$ cat src/rtl/seqproc_pkg.sv
`timescale 1ns/1ps
package seqproc_pkg;

  localparam logic [5:0] OP_REG   = 6'h00;
  localparam logic [5:0] OP_ORIMM = 6'h0D;
  localparam logic [5:0] OP_LOAD  = 6'h23;
  localparam logic [5:0] OP_STORE = 6'h2B;
  localparam logic [5:0] OP_BEQ   = 6'h04;
  localparam logic [5:0] OP_JMP   = 6'h02;
  localparam logic [5:0] FN_ADD   = 6'h21;
  localparam logic [5:0] FN_SUB   = 6'h23;

  typedef enum logic [3:0] {
    S_FETCH, S_DECODE, S_MADDR, S_MREAD, S_LDWB,
    S_MWRITE, S_EXEC, S_ALUWB, S_BRANCH, S_JUMP
  } state_t;

  typedef enum logic [1:0] {ALU_ADD, ALU_SUB, ALU_OR} aluop_t;
  typedef enum logic [1:0] {SB_REG, SB_FOUR, SB_IMM, SB_IMM_SH} srcb_t;
  typedef enum logic [1:0] {PCS_ALU, PCS_ALUOUT, PCS_JUMP} pcsrc_t;

  typedef struct packed {
    logic   pc_we;
    pcsrc_t pc_src;
    logic   ir_we;
    logic   addr_alu;
    logic   mem_we;
    logic   src_a_reg;
    srcb_t  src_b;
    logic   zext;
    aluop_t alu_op;
    logic   rf_we;
    logic   rf_from_mdr;
    logic   dst_rd;
    logic   last;
  } ctrl_t;

endpackage

$ cat src/rtl/seqproc_alu.sv
`timescale 1ns/1ps
module seqproc_alu
  import seqproc_pkg::*;
#(
  parameter int W = 32
) (
  input  logic [W-1:0] a,
  input  logic [W-1:0] b,
  input  aluop_t       op,
  output logic [W-1:0] y,
  output logic         zero
);
  always_comb begin
    unique case (op)
      ALU_SUB: y = a - b;
      ALU_OR:  y = a | b;
      default: y = a + b;
    endcase
  end
  assign zero = (y == '0);
endmodule

$ cat src/rtl/seqproc_regfile.sv
`timescale 1ns/1ps
module seqproc_regfile #(
  parameter int W     = 32,
  parameter int DEPTH = 32,
  localparam int AW   = $clog2(DEPTH)
) (
  input  logic          clk,
  input  logic          rst,
  input  logic          we,
  input  logic [AW-1:0] wa,
  input  logic [W-1:0]  wd,
  input  logic [AW-1:0] ra_a,
  input  logic [AW-1:0] ra_b,
  output logic [W-1:0]  rd_a,
  output logic [W-1:0]  rd_b
);
  logic [W-1:0] mem [DEPTH];

  always_ff @(posedge clk) begin
    if (we && wa != '0) mem[wa] <= wd;
  end

  // registered read ports double as the operand latches
  always_ff @(posedge clk) begin
    rd_a <= (ra_a == '0) ? '0 : mem[ra_a];
    rd_b <= (ra_b == '0) ? '0 : mem[ra_b];
  end

  AST_ZERO_REG_A: assert property (@(posedge clk) disable iff (rst)
    (ra_a == '0) |=> (rd_a == '0));
  AST_ZERO_REG_B: assert property (@(posedge clk) disable iff (rst)
    (ra_b == '0) |=> (rd_b == '0));
endmodule

$ cat src/rtl/seqproc_ctrl.sv
`timescale 1ns/1ps
module seqproc_ctrl
  import seqproc_pkg::*;
(
  input  logic       clk,
  input  logic       rst,
  input  logic [5:0] opcode,
  input  logic [5:0] funct,
  input  logic       alu_zero,
  output ctrl_t      c,
  output state_t     state,
  output logic       done
);
  state_t nxt;
  logic   legal;
  logic   is_reg;

  assign is_reg = (opcode == OP_REG);
  always_comb begin
    unique case (opcode)
      OP_REG:                                  legal = (funct == FN_ADD) || (funct == FN_SUB);
      OP_ORIMM, OP_LOAD, OP_STORE, OP_BEQ, OP_JMP: legal = 1'b1;
      default:                                 legal = 1'b0;
    endcase
  end

  always_comb begin
    c   = '0;
    nxt = state;
    unique case (state)
      S_FETCH: begin
        c.ir_we = 1'b1; c.pc_we = 1'b1; c.pc_src = PCS_ALU;
        c.src_b = SB_FOUR; c.alu_op = ALU_ADD;
        nxt = S_DECODE;
      end
      S_DECODE: begin
        c.src_b = SB_IMM_SH; c.alu_op = ALU_ADD;
        if (!legal) begin
          c.last = 1'b1; nxt = S_FETCH;
        end else begin
          unique case (opcode)
            OP_LOAD, OP_STORE: nxt = S_MADDR;
            OP_BEQ:            nxt = S_BRANCH;
            OP_JMP:            nxt = S_JUMP;
            default:           nxt = S_EXEC;
          endcase
        end
      end
      S_MADDR: begin
        c.src_a_reg = 1'b1; c.src_b = SB_IMM; c.alu_op = ALU_ADD;
        nxt = (opcode == OP_LOAD) ? S_MREAD : S_MWRITE;
      end
      S_MREAD: begin
        c.addr_alu = 1'b1; nxt = S_LDWB;
      end
      S_LDWB: begin
        c.rf_we = 1'b1; c.rf_from_mdr = 1'b1; c.last = 1'b1; nxt = S_FETCH;
      end
      S_MWRITE: begin
        c.addr_alu = 1'b1; c.mem_we = 1'b1; c.last = 1'b1; nxt = S_FETCH;
      end
      S_EXEC: begin
        c.src_a_reg = 1'b1;
        if (is_reg) begin
          c.src_b  = SB_REG;
          c.alu_op = (funct == FN_SUB) ? ALU_SUB : ALU_ADD;
        end else begin
          c.src_b = SB_IMM; c.zext = 1'b1; c.alu_op = ALU_OR;
        end
        nxt = S_ALUWB;
      end
      S_ALUWB: begin
        c.rf_we = 1'b1; c.dst_rd = is_reg; c.last = 1'b1; nxt = S_FETCH;
      end
      S_BRANCH: begin
        c.src_a_reg = 1'b1; c.src_b = SB_REG; c.alu_op = ALU_SUB;
        c.pc_src = PCS_ALUOUT; c.pc_we = alu_zero; c.last = 1'b1;
        nxt = S_FETCH;
      end
      S_JUMP: begin
        c.pc_src = PCS_JUMP; c.pc_we = 1'b1; c.last = 1'b1; nxt = S_FETCH;
      end
      default: nxt = S_FETCH;
    endcase
  end

  always_ff @(posedge clk) begin
    if (rst) begin
      state <= S_FETCH;
      done  <= 1'b0;
    end else begin
      state <= nxt;
      done  <= c.last;
    end
  end

  AST_RESET_TO_FETCH: assert property (@(posedge clk)
    rst |=> (state == S_FETCH && !done));
  AST_DONE_ONE_CYCLE: assert property (@(posedge clk) disable iff (rst)
    done |=> !done);
  AST_DONE_IN_FETCH: assert property (@(posedge clk) disable iff (rst)
    done |-> (state == S_FETCH));
  AST_LOAD_ORDER: assert property (@(posedge clk) disable iff (rst)
    (state == S_LDWB) |-> ($past(state, 2) == S_MADDR));
endmodule

$ cat src/rtl/seqproc_top.sv
`timescale 1ns/1ps
module seqproc_top
  import seqproc_pkg::*;
#(
  parameter int XW    = 32,
  parameter int NREGS = 32
) (
  input  logic          clk,
  input  logic          rst,
  output logic [XW-1:0] mem_addr,
  output logic [XW-1:0] mem_wdata,
  output logic          mem_we,
  input  logic [XW-1:0] mem_rdata,
  output logic          done
);
  localparam int RAW = $clog2(NREGS);

  ctrl_t        c;
  state_t       state;
  logic [XW-1:0] pc, ir, mdr, alu_out, a_q, b_q;
  logic [XW-1:0] alu_a, alu_b, alu_y, imm_ext, imm_sext, jump_tgt, rf_wd;
  logic          alu_zero;
  logic [RAW-1:0] rf_wa;

  seqproc_ctrl u_ctrl (
    .clk(clk), .rst(rst), .opcode(ir[31:26]), .funct(ir[5:0]),
    .alu_zero(alu_zero), .c(c), .state(state), .done(done)
  );

  assign imm_sext = {{(XW-16){ir[15]}}, ir[15:0]};
  assign imm_ext  = c.zext ? {{(XW-16){1'b0}}, ir[15:0]} : imm_sext;
  assign jump_tgt = {pc[XW-1:XW-4], ir[25:0], 2'b00};

  assign alu_a = c.src_a_reg ? a_q : pc;
  always_comb begin
    unique case (c.src_b)
      SB_REG:  alu_b = b_q;
      SB_FOUR: alu_b = XW'(4);
      SB_IMM:  alu_b = imm_ext;
      default: alu_b = {imm_sext[XW-3:0], 2'b00};
    endcase
  end

  seqproc_alu #(.W(XW)) u_alu (
    .a(alu_a), .b(alu_b), .op(c.alu_op), .y(alu_y), .zero(alu_zero)
  );

  assign rf_wa = c.dst_rd ? ir[15:11] : ir[20:16];
  assign rf_wd = c.rf_from_mdr ? mdr : alu_out;

  seqproc_regfile #(.W(XW), .DEPTH(NREGS)) u_rf (
    .clk(clk), .rst(rst), .we(c.rf_we), .wa(rf_wa), .wd(rf_wd),
    .ra_a(ir[25:21]), .ra_b(ir[20:16]), .rd_a(a_q), .rd_b(b_q)
  );

  // holding registers without enables
  always_ff @(posedge clk) begin
    mdr     <= mem_rdata;
    alu_out <= alu_y;
  end

  always_ff @(posedge clk) begin
    if (rst) begin
      pc <= '0;
      ir <= '0;
    end else begin
      if (c.ir_we) ir <= mem_rdata;
      if (c.pc_we) begin
        unique case (c.pc_src)
          PCS_ALUOUT: pc <= alu_out;
          PCS_JUMP:   pc <= jump_tgt;
          default:    pc <= alu_y;
        endcase
      end
    end
  end

  assign mem_addr  = c.addr_alu ? alu_out : pc;
  assign mem_wdata = b_q;
  assign mem_we    = c.mem_we;

  AST_PC_WORD_ALIGNED: assert property (@(posedge clk) disable iff (rst)
    pc[1:0] == 2'b00);
  AST_PC_ADVANCE: assert property (@(posedge clk) disable iff (rst)
    (state == S_DECODE) |-> (pc == $past(pc) + XW'(4)));
  AST_IR_HOLD: assert property (@(posedge clk) disable iff (rst)
    (state != S_FETCH) |=> $stable(ir));
  AST_STORE_SINGLE: assert property (@(posedge clk) disable iff (rst)
    mem_we |=> (!mem_we && state == S_FETCH));
endmodule

$ cat config.mk
export PLATFORM = sky130hd
export DESIGN_NAME = seqproc_top
export DESIGN_NICKNAME = d
export VERILOG_FILES = /design/src/rtl/seqproc_pkg.sv /design/src/rtl/seqproc_alu.sv /design/src/rtl/seqproc_regfile.sv /design/src/rtl/seqproc_ctrl.sv /design/src/rtl/seqproc_top.sv
export SDC_FILE = /design/constraint.sdc
export NUM_CORES = 2
export LEC_CHECK = 0
export ABC_CLOCK_PERIOD_IN_PS = 9900
export BUFFER_PORTS_ARGS = -buffer_cell sky130_fd_sc_hd__buf_2
export CORE_UTILIZATION = 45
export DETAILED_ROUTE_END_ITERATION = 10
export PLACE_DENSITY = 0.67
export SETUP_SLACK_MARGIN = 0.3
export SLEW_MARGIN = 20
export SYNTH_ARGS = -nofsm -noshare
export SYNTH_HDL_FRONTEND = slang
export SYNTH_SLANG_ARGS = --single-unit
$ cat constraint.sdc
create_clock -name clk -period 9.9 [get_ports clk]
set_input_delay 0 -clock clk [delete_from_list [all_inputs] [get_ports clk]]
set_output_delay 0 -clock clk [all_outputs]
set_load 0.01 [all_outputs]
==> impl_metrics.yaml <==
min_path:
  hp-start: "mem_rdata[29]"
  worstHoldEndpoint: "mdr[29]"
  hold_path_class: "in2reg"
  min_path_cells: 2
worst_setup_path:
  r2r_start: "u_ctrl.state[2]"
  cp_data_arrival_time_ns: 8.47
  startpoint_type: "register"
  startpoint: "u_ctrl.state[2]"
  reg2reg_depth: 22
  r2r-end: "pc[28]"
  criticalPathCategory: "reg2reg"
  crit_required_ns: 10.48
  r2r_setup_slack_ns: 2.01
  crit_path_end_kind: "register"
  worstPathMaxFanout: 35
sta:
  period_needed_ns: 7.89
  drv_slew: 0
  max_freq_mhz: 127
  period_share_pct: 79.7
  worst_pin_slew_ns: 1.08
  finalSetupViolCount: 0
  setup_tns_ns: 0
  rsz0062_at_grt: "no"
  hold_violations: 0
  fin_skew_ns: 0.0231
  slew_headroom_pct: 28.2
detailed_routing:
  wl_met3_um: 21000
  remaining_drc_errors: 0
  drt-initial-drc-count: 5747
  wl_per_cell_um: 33.0
  vias: 37600
  wl_met1_um: 72400
  via_per_inst: 6.73
  first_pass_iters: 6
  routed_wl_um: 185000
  top_layer: "met5"
  ant_nets: 0
  dr_wl_met2_um: 83900
logic_synthesis:
  synth_top_flop_cell: "edfxtp_1"
  ys_seq_area_share_pct: 59.6
  yosysWarnings: 0
  synth.cell_area_um2: 58200
  syn_area_per_cell_um2: 16.0
  synth_compound_area_share_pct: 7.27
  synth_cell_types: 83
  synthAdderAreaFrac_pct: 0.786
  synthXorXnorAreaFrac_pct: 0.662
  synthSimpleGateAreaFrac_pct: 4.50
  async_flop_share_pct: 0
  synth_top_family_by_area: "multiplexers"
  synth_cells: 3633
  synth_mux_area_share_pct: 25.2
  synth-edff-count: 1024
  synth_seq_cells: 1221
clock_network:
  root_buffer: "clkbuf_16"
  h-tree-depth: 4
  cts_tree: "built"
  ctsLongestPathBuffers: 3
  numCtsBuffers: 130
  clk_latency_ns: 0.75
  post_cts_buffers: 0
  clk_pin_slew_ns: 0.06
  cts.sinks: 1221
global_routing:
  grt_first_pass_wirelength_um: 264000
  overflow: 0
  grt_max_degree: 117
  grt_util_all_layers_pct: 28.2
  grt_pass1_vias: 36500
  antenna_found_initial: 3
die:
  start_util_pct: 45.5
  die_area_um2: 131000
  io_pins: 100
  row_count: 131
  core_area_um2: 128000
  die_w_um: 362
  die_h_um: 362
final_layout:
  fillers: 10400
  nets: 3835
  drive_gt1_share_pct: 28.3
  area_delta_synth_final_pct: 12.9
place:
  gp_congestion: 0.973
  portBuffers: 99
  detailed_place_hpwl_um: 105000
outcome:
  status: "complete, no violations"
power_and_ir_drop:
  total_power_mw: 16.2
  vdd_ir_drop_max_mv: 0.163
  p_leak_nw: 21.3
  power.density_nw_per_um2: 246
run:
  maxCapViolations: 0
logic make-up after synthesis:
| logic type | after synthesis |
|---|---|
| multiplexers | 856 |
| adder cells (fa/ha/maj) | 36 |
| flip-flops | 1221 |
| buffers and inverters | 303 |
| AO/OA/AOI/OAI | 617 |
| AND/OR/NAND/NOR | 555 |
| other | 1 |
| XOR/XNOR | 44 |
Yosys cell counts, types with 6 or more instances:
library cell / count / area [um2]
o21ai_0: 80 / 400
a21boi_0: 7 / 52.6
o221ai_1: 48 / 420
nor2b_1: 9 / 56.3
or3_1: 13 / 81.3
buf_1: 60 / 225
a21o_1: 17 / 128
nand3_1: 27 / 135
mux2i_1: 216 / 2160
mux4_2: 470 / 10600
nor3_1: 59 / 295
a22o_1: 21 / 184
and2_1: 10 / 62.6
a22oi_1: 38 / 285
xnor2_1: 29 / 254
nor2_1: 171 / 642
buf_2: 8 / 40.0
and3_1: 16 / 100
o22ai_1: 60 / 375
mux2_2: 170 / 1910
nand2_1: 168 / 631
nor3b_1: 9 / 67.6
nand4_1: 7 / 43.8
dfxtp_1: 197 / 3940
a221oi_1: 46 / 403
nor4_1: 9 / 56.3
or2_2: 6 / 37.5
o21a_1: 12 / 90.1
a31oi_1: 19 / 119
ha_1: 35 / 438
inv_1: 20 / 75.1
xor2_1: 15 / 131
nand2b_1: 25 / 156
edfxtp_1: 1024 / 30700
clkbuf_1: 210 / 788
a21oi_1: 151 / 756
a211o_1: 27 / 236
a211oi_1: 23 / 173
o211ai_1: 18 / 135
worst max path at each step:
| stage | end | slack, ns | cells past startpoint |
|---|---|---|---|
| 2_1_floorplan | pc[27] | 3.55 | 26 |
| 5_1_grt | pc[28] | 1.45 | 26 |
| 3_3_place_gp | pc[30] | 2.37 | 25 |
| 6_report | pc[28] | 2.01 | 22 |
| 3_5_place_dp | pc[28] | 2.21 | 25 |
| 4_1_cts | pc[28] | 2.19 | 25 |
critical path, stage by stage, from the launching register on:
cell and delay [ns]:
dfxtp_1 0.85, or3b_2 0.59, o21a_1 0.39, a222oi_1 0.80
nand3_1 0.19, nor2_1 0.17, nand2_1 0.14, nor2_1 0.26
nand3_1 0.25, o311a_1 0.41, ha_1 0.41, a21oi_1 0.22
o21ai_0 0.17, or3b_2 0.49, o221ai_1 0.19, mux2_2 0.36
a211o_1 0.32, nor4_2 0.25, nand4_1 0.19, o21ai_4 0.15
buf_4 0.55, and2_1 0.30, a211oi_1 0.10
metal layers:
metal | GRT usage [%] | vias to the layer above
met3 | 6.34 | 448
met2 | 42.8 | 2526
li1 | - | 15200
met5 | 0 | -
met1 | 39.6 | 19500
met4 | 11.0 | 2
through the flow:
stage	instances	instance area [um2]	utilization, %	worst slack [ns]	hold slack (ns)
2_1_floorplan	3664	58400	-	3.55	0.0277
3_3_place_gp	5300	61000	47.7	2.37	0.119
3_5_place_dp	5300	61000	47.7	2.21	0.119
4_1_cts	5595	65700	51.4	2.19	0.00236
5_1_grt	5595	65700	51.4	1.45	0.00217
6_report	5596	65700	51.4	2.01	0.0438
cells in the final DEF, fill, tap and decap left out, types with 15 or more instances in the layout:
master            n
and3_1           16
dfxtp_1         187
nor2_1          147
nor3_1           47
a21oi_1         151
xnor2_1          29
inv_1            20
a211o_1          27
buf_4            85
clkinv_2         15
xor2_1           15
o221ai_1         48
nand3_1          27
edfxtp_1       1024
a221oi_1         46
a21o_1           17
a22o_1           21
o211ai_1         18
o22ai_1          60
buf_2            99
clkinv_1         26
mux4_2          470
ha_1             34
a211oi_1         23
a31oi_1          15
dlygate4sd3_1    62
a22oi_1          38
mux2_2          170
clkbuf_1         32
nor2_4           25
mux2i_1         216
nand2_1         166
conb_1           32
o21ai_0          80
clkbuf_16       136
nand2b_1         25
layout make-up:
type	count	area [um2]	area share, %
clock inverters	59	509	0.775
clock buffers	174	3610	5.48
flip-flops and latches	1221	34700	52.8
inverters	21	78.8	0.120
multi-input cells	2140	22800	34.7
well taps	1729	2160	3.29
repair buffers	251	1850	2.82
diodes	1	2.50	0.00381
where the power goes:
part / internal (mW) / total, mW / switching [mW]
Sequential: 6.44 / 6.85 / 0.414
Combinational: 1.68 / 4.55 / 2.87
Clock: 2.76 / 4.77 / 2.01
Total: 10.9 / 16.2 / 5.29
registers in the layout, indices dropped and copies added (netlist names), 4 cells and up:
name	count
u_rf.mem	1024
mdr	32
u_ctrl.state	4
alu_out	32
u_rf.rd_a	32
u_rf.rd_b	32
ir	32
pc	32
repair_timing:
action                     CTS  global route
hold buffers                62             0
hold endpoints to repair    92             0
gates resized for setup      0             0
setup endpoints to repair    0             0
Note: power is estimated with default switching activity, not from simulation.
